**src/rtl/txq_pkg.sv**
```systemverilog
package txq_pkg;
  typedef enum logic [1:0] {
    RD_IDLE  = 2'd0,
    RD_SEND  = 2'd1,
    RD_DRAIN = 2'd2,
    RD_GAP   = 2'd3
  } rd_state_e;

  localparam logic [1:0] CFG_LOW   = 2'd0;
  localparam logic [1:0] CFG_HIGH  = 2'd1;
  localparam logic [1:0] CFG_CONG  = 2'd2;
  localparam logic [1:0] CFG_START = 2'd3;
endpackage

```
**src/rtl/txq_regs.sv**
```systemverilog
module txq_regs #(
  parameter int TW = 6,
  parameter logic [TW-1:0] DEF_LOW   = 8,
  parameter logic [TW-1:0] DEF_HIGH  = 8,
  parameter logic [TW-1:0] DEF_CONG  = 48,
  parameter logic [TW-1:0] DEF_START = 16
) (
  input  logic          clk,
  input  logic          rst,
  input  logic          cfg_we,
  input  logic [1:0]    cfg_addr,
  input  logic [TW-1:0] cfg_wdata,
  output logic [TW-1:0] th_low,
  output logic [TW-1:0] th_high,
  output logic [TW-1:0] th_cong,
  output logic [TW-1:0] th_start
);
  import txq_pkg::*;

  always_ff @(posedge clk) begin
    if (rst) begin
      th_low   <= DEF_LOW;
      th_high  <= DEF_HIGH;
      th_cong  <= DEF_CONG;
      th_start <= DEF_START;
    end else if (cfg_we) begin
      case (cfg_addr)
        CFG_LOW:  th_low   <= cfg_wdata;
        CFG_HIGH: th_high  <= cfg_wdata;
        CFG_CONG: th_cong  <= cfg_wdata;
        default:  th_start <= cfg_wdata;
      endcase
    end
  end

  // a start-threshold write lands one cycle later
  p_cfg_start_r9: assert property (@(posedge clk) disable iff (rst)
    (cfg_we && cfg_addr == CFG_START) |=> (th_start == $past(cfg_wdata)));
endmodule

```
**src/rtl/txq_store.sv**
```systemverilog
module txq_store #(
  parameter int DW = 8,
  parameter int AW = 6
) (
  input  logic          clk,
  input  logic          rst,
  input  logic          push,
  input  logic [DW-1:0] push_data,
  input  logic          push_sop,
  input  logic          push_eop,
  input  logic          pop,
  output logic [DW-1:0] head_data,
  output logic          head_sop,
  output logic          head_eop,
  output logic [AW:0]   fill,
  output logic [AW:0]   frames
);
  localparam int DEPTH = 1 << AW;
  localparam int EW    = DW + 2;

  logic [EW-1:0] mem [DEPTH];
  logic [AW-1:0] wr_ptr, rd_ptr;
  logic [EW-1:0] head;

  always_ff @(posedge clk) begin
    if (push) mem[wr_ptr] <= {push_sop, push_eop, push_data};
  end

  assign head      = mem[rd_ptr];
  assign head_data = head[DW-1:0];
  assign head_eop  = head[DW];
  assign head_sop  = head[DW+1];

  always_ff @(posedge clk) begin
    if (rst) begin
      wr_ptr <= '0;
      rd_ptr <= '0;
      fill   <= '0;
      frames <= '0;
    end else begin
      if (push) wr_ptr <= wr_ptr + 1'b1;
      if (pop)  rd_ptr <= rd_ptr + 1'b1;
      case ({push, pop})
        2'b10:   fill <= fill + 1'b1;
        2'b01:   fill <= fill - 1'b1;
        default: fill <= fill;
      endcase
      case ({push && push_eop, pop && head_eop})
        2'b10:   frames <= frames + 1'b1;
        2'b01:   frames <= frames - 1'b1;
        default: frames <= frames;
      endcase
    end
  end

  p_no_overflow_r10: assert property (@(posedge clk) disable iff (rst)
    push |-> (fill != (AW+1)'(DEPTH)));
  p_no_underflow_r7: assert property (@(posedge clk) disable iff (rst)
    pop |-> (fill != '0));
  p_fill_hold_r10: assert property (@(posedge clk) disable iff (rst)
    (push && pop) |=> $stable(fill));
endmodule

```
**src/rtl/txq_rd_ctrl.sv**
```systemverilog
module txq_rd_ctrl #(
  parameter int DW  = 8,
  parameter int AW  = 6,
  parameter int TW  = 6,
  parameter int IFG = 12
) (
  input  logic          clk,
  input  logic          rst,
  input  logic [AW:0]   fill,
  input  logic [AW:0]   frames,
  input  logic [TW-1:0] th_low,
  input  logic [TW-1:0] th_start,
  input  logic [DW-1:0] head_data,
  input  logic          head_sop,
  input  logic          head_eop,
  output logic          pop,
  output logic [DW-1:0] tx_data,
  output logic          tx_en,
  output logic          tx_err
);
  import txq_pkg::*;

  localparam int GW = $clog2(IFG);
  localparam logic [GW-1:0] GAP_LOAD = GW'(IFG - 2);

  rd_state_e     state_q, state_d;
  logic [GW-1:0] gap_q, gap_d;
  logic          en_d, err_d, last_d, tx_last;
  logic [DW-1:0] data_d;
  logic          start_ok, starving;

  assign start_ok = (frames != '0) ||
                    ((th_start != '0) && (fill >= {{(AW+1-TW){1'b0}}, th_start}));
  assign starving = (frames == '0) && (fill <= {{(AW+1-TW){1'b0}}, th_low});

  always_comb begin
    state_d = state_q;
    gap_d   = gap_q;
    pop     = 1'b0;
    en_d    = 1'b0;
    err_d   = 1'b0;
    last_d  = 1'b0;
    data_d  = '0;
    case (state_q)
      RD_IDLE: if (start_ok) state_d = RD_SEND;
      RD_SEND: begin
        en_d = 1'b1;
        if (starving) begin
          err_d   = 1'b1;
          state_d = RD_DRAIN;
        end else begin
          pop    = 1'b1;
          data_d = head_data;
          last_d = head_eop;
          if (head_eop) begin
            state_d = RD_GAP;
            gap_d   = GAP_LOAD;
          end
        end
      end
      RD_DRAIN: if (fill != '0) begin
        pop = 1'b1;
        if (head_eop) begin
          state_d = RD_GAP;
          gap_d   = GAP_LOAD;
        end
      end
      default: begin
        if (gap_q == '0) state_d = RD_IDLE;
        else             gap_d   = gap_q - 1'b1;
      end
    endcase
  end

  always_ff @(posedge clk) begin
    if (rst) begin
      state_q <= RD_IDLE;
      gap_q   <= '0;
      tx_en   <= 1'b0;
      tx_err  <= 1'b0;
      tx_last <= 1'b0;
      tx_data <= '0;
    end else begin
      state_q <= state_d;
      gap_q   <= gap_d;
      tx_en   <= en_d;
      tx_err  <= err_d;
      tx_last <= last_d;
      tx_data <= data_d;
    end
  end

  p_frame_head_r6: assert property (@(posedge clk) disable iff (rst)
    (state_q == RD_IDLE && start_ok) |-> head_sop);
  p_err_marks_r7: assert property (@(posedge clk) disable iff (rst)
    tx_err |-> tx_en);
  p_err_alone_r7: assert property (@(posedge clk) disable iff (rst)
    tx_err |=> !tx_en);
  p_no_hole_r6: assert property (@(posedge clk) disable iff (rst)
    (tx_en && !tx_err && !tx_last) |=> tx_en);
  p_gap_after_end_r8: assert property (@(posedge clk) disable iff (rst)
    (tx_en && tx_last) |=> !tx_en);
endmodule

```
**src/rtl/txq_thresh_fifo.sv**
```systemverilog
module txq_thresh_fifo #(
  parameter int DW  = 8,
  parameter int AW  = 6,
  parameter int TW  = 6,
  parameter int IFG = 12
) (
  input  logic          clk,
  input  logic          rst,
  input  logic          in_valid,
  input  logic [DW-1:0] in_data,
  input  logic          in_sop,
  input  logic          in_eop,
  output logic          in_ready,
  input  logic          cfg_we,
  input  logic [1:0]    cfg_addr,
  input  logic [TW-1:0] cfg_wdata,
  output logic [DW-1:0] tx_data,
  output logic          tx_en,
  output logic          tx_err,
  output logic          flag_aempty,
  output logic          flag_afull,
  output logic          flag_sempty
);
  localparam int DEPTH = 1 << AW;
  localparam int PADW  = AW + 1 - TW;

  logic [TW-1:0] th_low, th_high, th_cong, th_start;
  logic [AW:0]   fill, frames, free_cnt;
  logic [DW-1:0] head_data;
  logic          head_sop, head_eop, push, pop;

  txq_regs #(.TW(TW)) u_regs (
    .clk(clk), .rst(rst), .cfg_we(cfg_we), .cfg_addr(cfg_addr), .cfg_wdata(cfg_wdata),
    .th_low(th_low), .th_high(th_high), .th_cong(th_cong), .th_start(th_start)
  );

  txq_store #(.DW(DW), .AW(AW)) u_store (
    .clk(clk), .rst(rst), .push(push), .push_data(in_data), .push_sop(in_sop),
    .push_eop(in_eop), .pop(pop), .head_data(head_data), .head_sop(head_sop),
    .head_eop(head_eop), .fill(fill), .frames(frames)
  );

  txq_rd_ctrl #(.DW(DW), .AW(AW), .TW(TW), .IFG(IFG)) u_rd (
    .clk(clk), .rst(rst), .fill(fill), .frames(frames), .th_low(th_low),
    .th_start(th_start), .head_data(head_data), .head_sop(head_sop),
    .head_eop(head_eop), .pop(pop), .tx_data(tx_data), .tx_en(tx_en), .tx_err(tx_err)
  );

  assign free_cnt    = (AW+1)'(DEPTH) - fill;
  assign flag_afull  = free_cnt <= {{PADW{1'b0}}, th_high};
  assign in_ready    = !flag_afull;
  assign push        = in_valid && in_ready;
  assign flag_aempty = fill <= {{PADW{1'b0}}, th_low};
  assign flag_sempty = fill <  {{PADW{1'b0}}, th_cong};

  p_refuse_r2: assert property (@(posedge clk) disable iff (rst)
    (in_valid && !in_ready && !pop) |=> $stable(fill));
endmodule

```
**config.mk**
```make
export PLATFORM = sky130hd
export DESIGN_NAME = txq_thresh_fifo
export DESIGN_NICKNAME = d
export VERILOG_FILES = /design/src/rtl/txq_pkg.sv /design/src/rtl/txq_regs.sv /design/src/rtl/txq_store.sv /design/src/rtl/txq_rd_ctrl.sv /design/src/rtl/txq_thresh_fifo.sv
export SDC_FILE = /design/constraint.sdc
export NUM_CORES = 1
export LEC_CHECK = 0
export BUFFER_PORTS_ARGS = -buffer_cell sky130_fd_sc_hd__buf_2
export CAP_MARGIN = 25
export CORE_MARGIN = 3
export CORE_UTILIZATION = 51
export DETAILED_ROUTE_END_ITERATION = 10
export GPL_TIMING_DRIVEN = 0
export MAX_ROUTING_LAYER = met4
export PLACE_DENSITY_LB_ADDON = 0.15
export SYNTH_ARGS = -nofsm -noshare
export SYNTH_HDL_FRONTEND = slang
export SYNTH_HIERARCHICAL = 1
export SYNTH_SLANG_ARGS = --single-unit
```
**constraint.sdc**
```tcl
create_clock -name clk -period 4.5 [get_ports clk]
set_clock_uncertainty 0.15 [all_clocks]
set_input_delay 0.225 -clock clk [delete_from_list [all_inputs] [get_ports clk]]
set_output_delay 0.225 -clock clk [all_outputs]
set_load 0.005 [all_outputs]
```
# [After elaboration in Yosys (flattened, before gate mapping)]
# Memory sizes are Yosys's and may differ from the RTL's. A register that Yosys moved wholly into a read port is not among the register bits.
# Index checks and enable logic that the tools add are counted.
[totals] n_memories=1 word_cells=89 mem_bits_rw=640 input_bits=22 regBits=66 output_inout_bits=14
[mem_list] name="u_store.mem" depth=64 word_bits=10 rd=1 rd_clocked_by_memory_dff=1 write_ports=1 line="txq_store.sv:21" source="logic [EW-1:0] mem [DEPTH];"
[classes] n_addsub=8 eq_ne=12 n_bitwise=3 mux=22 order_cmp=4 reduce_logical=26
[op_table] cell="one-hot mux 7 bit (2 select lines)" n=2
[op_table] cell="two-way mux 4 bit" n=4
[op_table] cell="adder 7 x 1 -> 7 bit, second input constant" n=2
[op_table] cell="<= comparator 7 x 6 -> 1 bit" n=2
[op_table] cell="nonzero test 7 bit" n=2
[op_table] cell="subtractor 7 x 1 -> 7 bit, second input constant" n=2
[op_table] cell="adder 6 x 1 -> 6 bit, second input constant" n=2
[op_table] cell="two-way mux 6 bit" n=2
[op_table] cell="one-hot mux 4 bit (3 select lines)" n=1
[op_table] cell="two-way mux 2 bit" n=5
[op_table] cell="== test 2 x 1 -> 1 bit, second input constant" n=4
[op_table] cell="== test 2 bit, second input constant" n=4
[op_table] cell="AND reduction 2 bit" n=4
[op_table] cell=">= comparator 7 x 6 -> 1 bit" n=1
[op_table] cell="logical NOT 7 bit" n=1
[op_table] cell="< comparator 7 x 6 -> 1 bit" n=1
[op_table] cell="subtractor 7 bit, first input constant" n=1
[op_table] cell="two-way mux 1 bit" n=6
[op_table] cell="one-hot mux 2 bit (3 select lines)" n=1
[op_table] cell="nonzero test 6 bit" n=1
[op_table] cell="OR reduction 3 bit" n=2
[op_table] cell="logical AND 1 bit" n=5
[op_table] cell="logical NOT 2 bit" n=2
[op_table] cell="logical NOT 4 bit" n=1
[op_table] cell="other kinds (13)" n=17

# [Logic depth before layout (Yosys ltp)]
[depth] word_depth=7 mapped_depth=19 mapped_depth_nobuf=18

# [Hierarchy]
# Netlist, hierarchy kept.
[modules_own_cells] mod="txq_store" seq_area_each_um2=19859.0 cells_per_inst=1429 area_per_inst_um2=26907.1 n_inst=1
[modules_own_cells] mod="txq_rd_ctrl" seq_area_each_um2=320.3 cells_per_inst=130 area_per_inst_um2=1202.4 n_inst=1
[modules_own_cells] mod="txq_regs" seq_area_each_um2=480.5 cells_per_inst=91 area_per_inst_um2=969.7 n_inst=1
[modules_own_cells] mod="txq_thresh_fifo" seq_area_each_um2=0.0 cells_per_inst=74 area_per_inst_um2=555.5 n_inst=1

# [Least setup slack after synthesis]
# Ideal clock, no wire load.
[synth_timing] path_type="reg-to-reg" start="reg u_store.fill[0]" end="reg u_store.fill[6]" synth_period_minus_slack_ns=4.294 t_required_ns=4.229 setup_time_ns=0.121 setup_slack_ns=0.206 stages_incl_launch_ff=18 t_arrival_ns=4.024 n_path_buf=1 cell_sequence="dfxtp_1 inv_1 ha_1 or3b_4 xor2_1 ha_1 a21o_2 a211oi_1 o22ai_2 clkbuf_1 inv_1 ha_1 ha_1 nor2b_1 o21a_1 o21a_1 o211ai_1 mux2_2"
[synth_via] elab_chain_cells=6 word_cells_on_any_way=16 cone_classes="add/sub (3); order compare (2); eq/ne (2); mux (4); reduce/logical (5)"
[synth_lines] element="from (decl)" line="txq_store.sv:15" source="output logic [AW:0] fill,"
[synth_lines] element="from (signal assigned)" line="txq_store.sv:44" source="2'b10: fill <= fill + 1'b1;"
[synth_lines] element="from (signal assigned)" line="txq_store.sv:45" source="2'b01: fill <= fill - 1'b1;"
[synth_lines] element="from (signal assigned)" line="txq_store.sv:46" source="default: fill <= fill;"
[synth_lines] element="subtractor 7 bit (*)" line="txq_thresh_fifo.sv:49" source="assign free_cnt = (AW+1)'(DEPTH) - fill;"
[synth_lines] element="<= comparator 7 x 6 -> 1 bit (*)" line="txq_thresh_fifo.sv:50" source="assign flag_afull = free_cnt <= {{PADW{1'b0}}, th_high};"
[synth_lines] element="logical NOT 1 bit (*)" line="txq_thresh_fifo.sv:51" source="assign in_ready = !flag_afull;"
[synth_lines] element="logical AND 1 bit (*)" line="txq_thresh_fifo.sv:52" source="assign push = in_valid && in_ready;"
[synth_lines] element="named net push" line="txq_thresh_fifo.sv:30" source="logic head_sop, head_eop, push, pop;"
[synth_lines] element="== test 2 x 1 -> 1 bit / == test 2 bit (equally long branches)" line="txq_store.sv:43" source="case ({push, pop})"
[synth_lines] element="one-hot mux 7 bit (2 select lines) / nonzero test 2 bit (equally long branches)"
# The timed path passes the listed nets; every way through them passes the cells marked *.
# A chain may end at the register's enable or synchronous reset.

==> impl_metrics.tcl <==
set metrics [dict create \
    status "completed" \
    slew_headroom_pct 29.7 \
    max_stage_delay_ps 460 \
    placed_area_mm2 0.0285 \
    tightest_slew_ps 1050 \
    start_kind "flip-flop" \
    fin_tns_setup_ps 0 \
    synth_fp_nets 1690 \
    insertion_delay_ps 600 \
    critPathMaxFanout 10 \
    io-pin-count 36 \
    wl_um 73300 \
    crit_top_cell "buf_6" \
    htree_levels 3 \
    critPathArrivalTime_ps 4840 \
    avgRoutedWirePerCell_um 29.3 \
    ant_nets 0 \
    period_minus_slack_ps 4500 \
    drc 0 \
    gp_congestion 1.03 \
    grt_max_degree 65 \
    nFillCells 3930 \
    cts_tree "yes" \
    drv_cap 0 \
    worstPathRequired_ps 4840 \
    die_area_mm2 0.0562 \
    drt_iter0_markers 1912 \
    setup_ws_ps 0.744 \
    core_area_mm2 0.0527 \
    dr.pass1.iters 5 \
    synth_cells 1615 \
    finalHoldViolations 0 \
    gr-usage-all-layers_pct 27.2 \
    ir_drop_v 0.000310 \
    area_delta_synth_final_pct 14.8 \
    slowest_stage "o211ai_1" \
    drv_slew 0 \
    cp-end-kind "flip-flop" \
    finalCritPeriodShare_pct 100 \
    routed_via_density 6.29 \
    setup_viol 0 \
    final_util_pct 59.3 \
    dieHeight_um 237 \
    portBuffers 34 \
    cts_sinks 648 \
    syn_area_per_cell_um2 16.8 \
    start_util_pct 51.7 \
    place_hpwl_um 50100 \
    fin_area_mm2 0.0312 \
    grt_pass1_vias 15606 \
    pre_cts_slack_ps -787 \
    grt_pass1_wl_um 107000 \
    numCtsBuffers 67 \
    vias 15716 \
    leakage_uw 0.0102 \
    rsz0062_at_grt "yes" \
    overflow 0 \
    crit_type "reg2reg" \
    drive_gt1_share_pct 23.7 \
    yosysWarningCount 6 \
    fp.dieW_um 237 \
    p_total_uw 14500 \
    rows 84 \
    fmax_mhz 222 \
    path_cells "buf_6 > buf_6 > buf_6 > buf_6 > mux4_2 > mux2_2 > o211ai_1 > o22ai_2 > ha_4 > ha_1 > nor2b_1 > o21a_1 > o21a_1 > o211ai_1 > mux2_2" \
    cts_max_path_buffers 3 \
    p_per_area_mw_per_mm2 465 \
    clkTransAtPathRegs_ps 60 \
    cts-root-buf "clkbuf_16" \
    synth_area_mm2 0.0272 \
    holdCritPathClass "in2reg" \
    antenna_cells 0 \
    antenna_found_initial 2 \
    nNetsFinal 1836 \
]
## worst paths after layout
| path | start | to | slack, ps | cells after the start |
|---|---|---|---|---|
| worst max-delay path | flip-flop | u_store/frames[6]$_SDFFE_PP0P_ | 0.7 | 15 |
| worst max register to register | flip-flop | u_store/frames[6]$_SDFFE_PP0P_ | 0.7 | 15 |
| worst min-delay path | in_eop | u_store/mem[56][8]$_DFFE_PP_ | 40 | 1 |
| worst min register to register | u_regs/th_high[1]$_SDFFE_PP0P_ | u_regs/th_high[1]$_SDFFE_PP0P_ | 330 | 2 |
## layer usage
| metal | GRT usage (%) | wire length [um] |
|---|---|---|
| met1 | 38.9 | 30400 |
| met2 | 40.0 | 33500 |
| met3 | 4.87 | 7070 |
| met4 | 9.25 | 2340 |
| met5 | - | 0 |
## flip-flops by register name (all words and copies together), names as in the netlist, named ones only
register and flops:
u_store/frames 7, u_rd/gap_q 4, u_store/wr_ptr 6, u_regs/th_low 6
u_rd/tx_en 1, u_regs/th_cong 6, u_rd/tx_data 8, u_regs/th_high 6
u_rd/state_q 2, u_rd/tx_err 1, u_store/mem 576, u_store/rd_ptr 6
u_store/fill 7, u_regs/th_start 6
## worst max-delay path: cells and delay by family (launching register included)
kind | cells | cell delay (ps)
compound gates | 5 | 1270
fa+ha+maj | 2 | 560
buf+inv | 4 | 870
flops | 1 | 330
mux | 3 | 1020
simple gates | 1 | 150
## final cells by class
cell class | instances | area (um2) | area share (%)
multi-input cells | 833 | 8000 | 25.6
flip-flops and latches | 648 | 18700 | 60.0
repair buffers | 81 | 722 | 2.31
plain buffers | 79 | 611 | 1.95
inverters | 51 | 191 | 0.613
well taps | 688 | 861 | 2.76
clock buffers | 88 | 1810 | 5.79
clock inverters | 32 | 297 | 0.949
## layout by cell type (no fill, tap or decap), types with 21 or more instances in the layout
cell type and count:
buf_2 44, buf_6 24, dfxtp_1 65, mux4_2 102, inv_1 49, nor2_1 77
edfxtp_1 576, nand2_1 48, buf_4 29, mux2i_1 75, nor2b_1 21, nand3_1 36
nand2b_1 37, mux2_2 29, clkbuf_1 38, a21oi_1 27, clkbuf_16 69, ha_1 48
## report_power, final
group          switching [uW]  total, uW  leakage [uW]  internal [uW]
Clock                    2250       5370       0.00101           3120
Sequential                117       6840       0.00577           6730
Combinational            1410       2300       0.00340            896
Total                    3770      14500        0.0102          10700
## per-stage QoR
step,std cells,hold WS (ps)
finish,2500,35.1
floorplan,1615,174
global route,2500,32.1
CTS,2491,2.13
detailed placement,2355,326
global placement,2337,312
## timing repair
action | CTS | global route
endpoints found under the hold margin | 38 | 15
hold buffers | 13 | 1
endpoints found under the setup margin | 517 | 482
pin swaps | 2 | 7
setup buffers | 4 | 7
gates resized for setup | 77 | 34
(Power assumes the default switching activity.)
